<file path="src/rtl/uft_pkg.sv">
package uft_pkg;
  typedef enum logic [2:0] {
    ST_IDLE,
    ST_START,
    ST_DATA,
    ST_PAR,
    ST_STOP
  } tx_state_e;
endpackage

</file>
<file path="src/rtl/uft_rst_sync.sv">
module uft_rst_sync (
  input  logic clk,
  input  logic arst_n,
  output logic srst_n
);
  logic meta_q;
  logic sync_q;

  always_ff @(posedge clk or negedge arst_n) begin
    if (!arst_n) begin
      meta_q <= 1'b0;
      sync_q <= 1'b0;
    end else begin
      meta_q <= 1'b1;
      sync_q <= meta_q;
    end
  end

  assign srst_n = sync_q;
endmodule

</file>
<file path="src/rtl/uft_fmt.sv">
module uft_fmt #(
  parameter int DATA_W = 8,
  parameter int TICKS  = 16,
  parameter int TKW    = $clog2(2*TICKS+1),
  parameter int LENW   = $clog2(DATA_W+1)
) (
  input  logic [5:0]        ctrl,
  input  logic [DATA_W-1:0] data,
  output logic [DATA_W-1:0] data_m,
  output logic [LENW-1:0]   nbits,
  output logic              par_en,
  output logic              par_bit,
  output logic [TKW-1:0]    stop_ticks
);
  localparam int MIN_LEN = DATA_W - 3;
  localparam logic [TKW-1:0] STOP_ONE  = TKW'(TICKS);
  localparam logic [TKW-1:0] STOP_HALF = TKW'(TICKS + TICKS/2);
  localparam logic [TKW-1:0] STOP_TWO  = TKW'(2*TICKS);

  logic [1:0] len_sel;
  assign len_sel = ctrl[1:0];
  assign nbits   = LENW'(MIN_LEN) + LENW'(len_sel);

  for (genvar i = 0; i < DATA_W; i++) begin : g_mask
    if (i < MIN_LEN) begin : g_fixed
      assign data_m[i] = data[i];
    end else begin : g_opt
      localparam logic [1:0] SEL = 2'(i - MIN_LEN + 1);
      assign data_m[i] = data[i] & (len_sel >= SEL);
    end
  end

  assign par_en = ctrl[3];

  always_comb begin
    if (ctrl[5])      par_bit = ~ctrl[4];
    else if (ctrl[4]) par_bit = ^data_m;
    else              par_bit = ~(^data_m);
  end

  always_comb begin
    if (!ctrl[2])            stop_ticks = STOP_ONE;
    else if (len_sel == 2'b00) stop_ticks = STOP_HALF;
    else                     stop_ticks = STOP_TWO;
  end
endmodule

</file>
<file path="src/rtl/uft_seq.sv">
module uft_seq
  import uft_pkg::*;
#(
  parameter int DATA_W = 8,
  parameter int TICKS  = 16,
  parameter int TKW    = $clog2(2*TICKS+1),
  parameter int LENW   = $clog2(DATA_W+1)
) (
  input  logic              clk,
  input  logic              rst_n,
  input  logic              baud_tick,
  input  logic              accept,
  input  logic [DATA_W-1:0] data_m,
  input  logic [LENW-1:0]   nbits,
  input  logic              par_en,
  input  logic              par_bit,
  input  logic [TKW-1:0]    stop_ticks,
  output logic              line_bit,
  output logic              idle
);
  localparam logic [TKW-1:0] BIT_TICKS = TKW'(TICKS);

  tx_state_e         state_q, state_d;
  logic [TKW-1:0]    cnt_q, cnt_d;
  logic [LENW-1:0]   idx_q, idx_d;
  logic [DATA_W-1:0] shift_q, shift_d;
  logic [LENW-1:0]   nbits_q;
  logic              par_en_q, par_q;
  logic [TKW-1:0]    stop_q;
  logic [TKW-1:0]    lim;
  logic              bit_end;

  assign lim     = (state_q == ST_STOP) ? stop_q : BIT_TICKS;
  assign bit_end = baud_tick && (cnt_q == lim - TKW'(1));

  always_comb begin
    state_d = state_q;
    cnt_d   = cnt_q;
    idx_d   = idx_q;
    shift_d = shift_q;
    if (state_q == ST_IDLE) begin
      if (accept) begin
        state_d = ST_START;
        cnt_d   = '0;
        idx_d   = '0;
        shift_d = data_m;
      end
    end else if (baud_tick) begin
      cnt_d = bit_end ? '0 : cnt_q + TKW'(1);
      if (bit_end) begin
        case (state_q)
          ST_START: state_d = ST_DATA;
          ST_DATA: begin
            shift_d = {1'b0, shift_q[DATA_W-1:1]};
            if (idx_q == nbits_q - LENW'(1)) state_d = par_en_q ? ST_PAR : ST_STOP;
            else idx_d = idx_q + LENW'(1);
          end
          ST_PAR:  state_d = ST_STOP;
          default: state_d = ST_IDLE;
        endcase
      end
    end
  end

  always_ff @(posedge clk or negedge rst_n) begin
    if (!rst_n) begin
      state_q <= ST_IDLE;
      cnt_q   <= '0;
      idx_q   <= '0;
      shift_q <= '0;
    end else begin
      state_q <= state_d;
      cnt_q   <= cnt_d;
      idx_q   <= idx_d;
      shift_q <= shift_d;
    end
  end

  always_ff @(posedge clk or negedge rst_n) begin
    if (!rst_n) begin
      nbits_q  <= '0;
      par_en_q <= 1'b0;
      par_q    <= 1'b0;
      stop_q   <= BIT_TICKS;
    end else if (accept) begin
      nbits_q  <= nbits;
      par_en_q <= par_en;
      par_q    <= par_bit;
      stop_q   <= stop_ticks;
    end
  end

  always_comb begin
    case (state_q)
      ST_START: line_bit = 1'b0;
      ST_DATA:  line_bit = shift_q[0];
      ST_PAR:   line_bit = par_q;
      default:  line_bit = 1'b1;
    endcase
  end

  assign idle = (state_q == ST_IDLE);

  AST_CNT_BOUND: assert property (@(posedge clk) disable iff (!rst_n)
    !idle |-> (cnt_q < lim));
  AST_NO_TICK_HOLD: assert property (@(posedge clk) disable iff (!rst_n)
    (!idle && !baud_tick) |=> ($stable(state_q) && $stable(cnt_q)));
  AST_ACCEPT_START: assert property (@(posedge clk) disable iff (!rst_n)
    accept |=> (state_q == ST_START && !line_bit));
endmodule

</file>
<file path="src/rtl/uart_frame_tx.sv">
module uart_frame_tx #(
  parameter int DATA_W        = 8,
  parameter int TICKS_PER_BIT = 16
) (
  input  logic              clk,
  input  logic              rst_n,
  input  logic              baud_tick,
  input  logic [6:0]        ctrl_word,
  input  logic [DATA_W-1:0] tx_data,
  input  logic              tx_valid,
  output logic              tx_ready,
  output logic              tx_line,
  output logic              tx_busy
);
  localparam int TKW  = $clog2(2*TICKS_PER_BIT+1);
  localparam int LENW = $clog2(DATA_W+1);

  logic              rst_i;
  logic [DATA_W-1:0] data_m;
  logic [LENW-1:0]   nbits;
  logic              par_en, par_bit;
  logic [TKW-1:0]    stop_ticks;
  logic              line_bit, idle;
  logic              brk, accept;

  uft_rst_sync u_rst (
    .clk    (clk),
    .arst_n (rst_n),
    .srst_n (rst_i)
  );

  uft_fmt #(.DATA_W(DATA_W), .TICKS(TICKS_PER_BIT), .TKW(TKW), .LENW(LENW)) u_fmt (
    .ctrl       (ctrl_word[5:0]),
    .data       (tx_data),
    .data_m     (data_m),
    .nbits      (nbits),
    .par_en     (par_en),
    .par_bit    (par_bit),
    .stop_ticks (stop_ticks)
  );

  uft_seq #(.DATA_W(DATA_W), .TICKS(TICKS_PER_BIT), .TKW(TKW), .LENW(LENW)) u_seq (
    .clk        (clk),
    .rst_n      (rst_i),
    .baud_tick  (baud_tick),
    .accept     (accept),
    .data_m     (data_m),
    .nbits      (nbits),
    .par_en     (par_en),
    .par_bit    (par_bit),
    .stop_ticks (stop_ticks),
    .line_bit   (line_bit),
    .idle       (idle)
  );

  assign brk      = ctrl_word[6];
  assign tx_ready = rst_i && idle && !brk;
  assign accept   = tx_valid && tx_ready;
  assign tx_busy  = !idle;
  assign tx_line  = line_bit && !brk;

  AST_IDLE_MARK: assert property (@(posedge clk) disable iff (!rst_i)
    tx_ready |-> tx_line);
  AST_BUSY_AFTER_ACCEPT: assert property (@(posedge clk) disable iff (!rst_i)
    (tx_valid && tx_ready) |=> tx_busy);
endmodule

</file>
<file path="config.mk">
export PLATFORM = sky130hd
export DESIGN_NAME = uart_frame_tx
export DESIGN_NICKNAME = d
export VERILOG_FILES = /design/src/rtl/uft_pkg.sv /design/src/rtl/uft_rst_sync.sv /design/src/rtl/uft_fmt.sv /design/src/rtl/uft_seq.sv /design/src/rtl/uart_frame_tx.sv
export SDC_FILE = /design/constraint.sdc
export NUM_CORES = 1
export LEC_CHECK = 0
export BUFFER_PORTS_ARGS = -buffer_cell sky130_fd_sc_hd__buf_2
export CAP_MARGIN = 20
export CORE_ASPECT_RATIO = 0.6
export CORE_MARGIN = 2
export CORE_UTILIZATION = 30
export CTS_CLUSTER_SIZE = 40
export DETAILED_ROUTE_END_ITERATION = 10
export PLACE_DENSITY = 0.57
export REMOVE_ABC_BUFFERS = 1
export SLEW_MARGIN = 20
export SYNTH_ARGS = -nofsm -noshare
export SYNTH_HDL_FRONTEND = slang
export SYNTH_SLANG_ARGS = --single-unit
</file>
<file path="constraint.sdc">
create_clock -name clk -period 1.6 [get_ports clk]
set_clock_uncertainty 0.15 [all_clocks]
set_input_delay 0.16 -clock clk [delete_from_list [all_inputs] [get_ports clk]]
set_output_delay 0.16 -clock clk [all_outputs]
set_load 0.05 [all_outputs]
</file>
==> results.json <==
{
  "die_w_um": 106.6,
  "grt_max_degree": 31,
  "drc": 0,
  "synthesis.area_um2": 1894,
  "max_cap_viol_count": 0,
  "pwr_density_cell_nw_per_um2": 1364,
  "fin_crit_sh": 1.427,
  "register_area_um2": 802.0,
  "cts.sinks": 32,
  "antenna_found_initial": 0,
  "run_status": "finished with violations",
  "critPathCaptureType": "flop",
  "netlist_instances": 186,
  "setup_slack_ps": -683.7,
  "synth_edf_count": 0,
  "ys.flop_type": "dfrtp_1",
  "grt_pass1_vias": 1699,
  "yosysTopAreaCellShare": 0.4095,
  "rows": 22,
  "synth_most_common_cell": "dfrtp_1",
  "via_count": 1692,
  "via_per_inst": 4.700,
  "drtAntennaViolNets": 0,
  "synth_seq_area_share": 0.4234,
  "die_y_um": 65.55,
  "multi_input_area_um2": 1221,
  "setup_violations": 33,
  "dp_cells": 331,
  "cp_num_buf_inv": 2,
  "comb_power_share": 0.519,
  "gp_routability_congestion": 0.7722,
  "fin_cells": 360,
  "dpl.hpwl_mm": 3.390,
  "htreeDepth": 2,
  "arrival_ps": 2320,
  "seqPwrFrac": 0.286,
  "syn_area_per_cell_um2": 10.18,
  "overflow": 0,
  "clkPwrFrac": 0.195,
  "cts_buffer_depth": 2,
  "finalHoldViolations": 0,
  "power.share.switching": 0.3689,
  "fill_cells": 590,
  "power.total_mw": 4.119,
  "cts_tree": "yes",
  "crit_type": "flop to flop",
  "synth_area_leader_cell": "dfrtp_1",
  "core-area_um2": 6111,
  "slew_violations": 0,
  "drtIter0Drc": 46,
  "synthTopCellsByArea": "dfrtp_1 (41%), ha_1 (4.6%), xnor2_1 (3.7%), xnor3_1 (3.6%), nand3_1 (3.4%)",
  "ir_worst_vdd_uv": 510.1,
  "fmax_mhz": 437.9,
  "worstSetupStartpointType": "flop",
  "slowest_stage": "dfrtp_1",
  "crit_family": "simple AND/OR/NAND/NOR gates",
  "violations": "negative setup slack",
  "min_period_ps": 2284,
  "setup_tns_ps": -15670,
  "fin_nets": 301,
  "detail_route.first_pass.iterations": 4,
  "ys.warnings.count": 0,
  "clkTransAtPathRegs_ps": 80,
  "drive_gt1_frac": 0.4819,
  "diodes": 0,
  "synth_common_cells": "dfrtp_1 (31), nand2_1 (17), nand3_1 (13)",
  "totalWireLength_mm": 5.371,
  "track_usage": 0.1611,
  "internal-power_mw": 2.600,
  "numCtsBuffers": 5,
  "crit_path_max_fanout": 4,
  "layout-area-overhead-vs-synth_pct": 59.45,
  "wl_per_cell_um": 14.92,
  "root_buffer": "clkbuf_8",
  "ys_ff_latch": 32,
  "async_flop_share": 1.000,
  "port_buffers": 21,
  "clk_latency_ps": 290,
  "die_area_um2": 6987,
  "cp_cell_sequence": "and4bb_4 > inv_2 > ha_4 > xnor2_2 > nor2_2 > buf_4 > nand3_4 > a22o_1 > a32o_1",
  "ys_types": 50,
  "slowest_delay_ps": 420,
  "worst_hold_path_type": "primary input to async pin",
  "required_ps": 1640,
  "grt_pass1_wl_mm": 8.507,
  "switchingPower_mw": 1.519,
  "initial_core_util": 0.3100,
  "power_leakage_nw": 1.413,
  "rsz0062_at_grt": "true",
  "io_pins": 22
}
[what timing repair did]
action                                 in CTS  in global routing
gates cloned                                2                  1
setup endpoints to repair                  33                 33
buffers inserted                           10                  7
endpoints found under the hold margin       5                  0
hold buffers                                4                  0
resized for setup                          49                 27
pin swaps                                  21                 15
[area by class of cell]
class                      instances  area share
timing repair buffer              88      0.2473
tap                               84     0.03480
multi-input combinational        138      0.4043
sequential                        32      0.2655
clock inverter                     2     0.01160
inverter                          10     0.01243
clock buffer                       6     0.02403
[flip-flops by register name, indices dropped and copies added (netlist names), 3 cells and up]
name,flops
u_seq.cnt_q,6
u_seq.idx_q,4
u_seq.nbits_q,4
u_seq.shift_q,8
u_seq.state_q,3
u_seq.stop_q,3
[per-stage QoR]
step                        util  hold WS, ps  worst slack (ps)  area (um^2)
after floorplan                -       -285.6            -854.9         1853
after global placement    0.3954       -203.4            -714.7         2416
after detailed placement  0.3954       -201.0            -785.8         2416
after CTS                 0.4742        11.22            -656.6         2898
after global routing      0.4943        21.04            -734.4         3020
final                     0.4943        14.98            -683.7         3020
[layout by cell type, fill, tap and decap left out, types with 6 or more instances in the layout]
cell type   n
mux2i_1     6
o21ai_1     9
buf_4      47
buf_6      13
inv_1       8
nand2_1    10
dfrtp_1    31
nor2_1      7
ha_1        6
xnor2_1     7
buf_2      18
nand3_1    10
[path summary, 6_finish.rpt]
check / from / slack (ps) / cells past startpoint / endpoint
min: rst_n / 10 / 2 / u_rst.srst_n
max in group asynchronous: u_rst.srst_n / 830 / 1 / u_seq.stop_q[4]
min in group clk: tx_data[4] / 20 / 3 / u_seq.shift_q[4]
max: u_seq.state_q[0] / -680 / 9 / u_seq.idx_q[1]
max reg2reg: u_seq.state_q[0] / -680 / 9 / u_seq.idx_q[1]
min reg2reg: u_rst.srst_n / 140 / 1 / u_seq.shift_q[3]
[power by group through the flow]
stage	Sequential, mW	Combinational [mW]	Clock [mW]
final	1.18	2.14	0.803
after global routing	1.20	2.31	0.854
after CTS	1.17	1.95	0.809
after detailed placement	1.16	1.50	0
after global placement	1.17	1.47	0
after floorplan	1.20	0.845	0
[cells by family (layout without fill, tap and decap cells)]
| logic type | after synthesis | count (layout) | share of synthesized area |
|---|---|---|---|
| AOI/OAI and AO/OA | 42 | 42 | 0.1427 |
| other | 1 | 1 | 0.001980 |
| muxes | 7 | 7 | 0.03963 |
| buffers and inverters | 17 | 106 | 0.04161 |
| adders and majority gates | 7 | 7 | 0.04623 |
| DFF | 32 | 32 | 0.4234 |
| xor gates and xnor gates | 18 | 18 | 0.1189 |
| and+or+nand+nor | 62 | 63 | 0.1856 |
[per-layer routing]
metal | global-route usage | part of all wire
met2 | 0.2444 | 0.44
met3 | 0.05258 | 0.057
met5 | 0 | 0
met1 | 0.2245 | 0.50
met4 | 0.03409 | 0.0078
No activity file was read; power rests on OpenSTA's default activity.
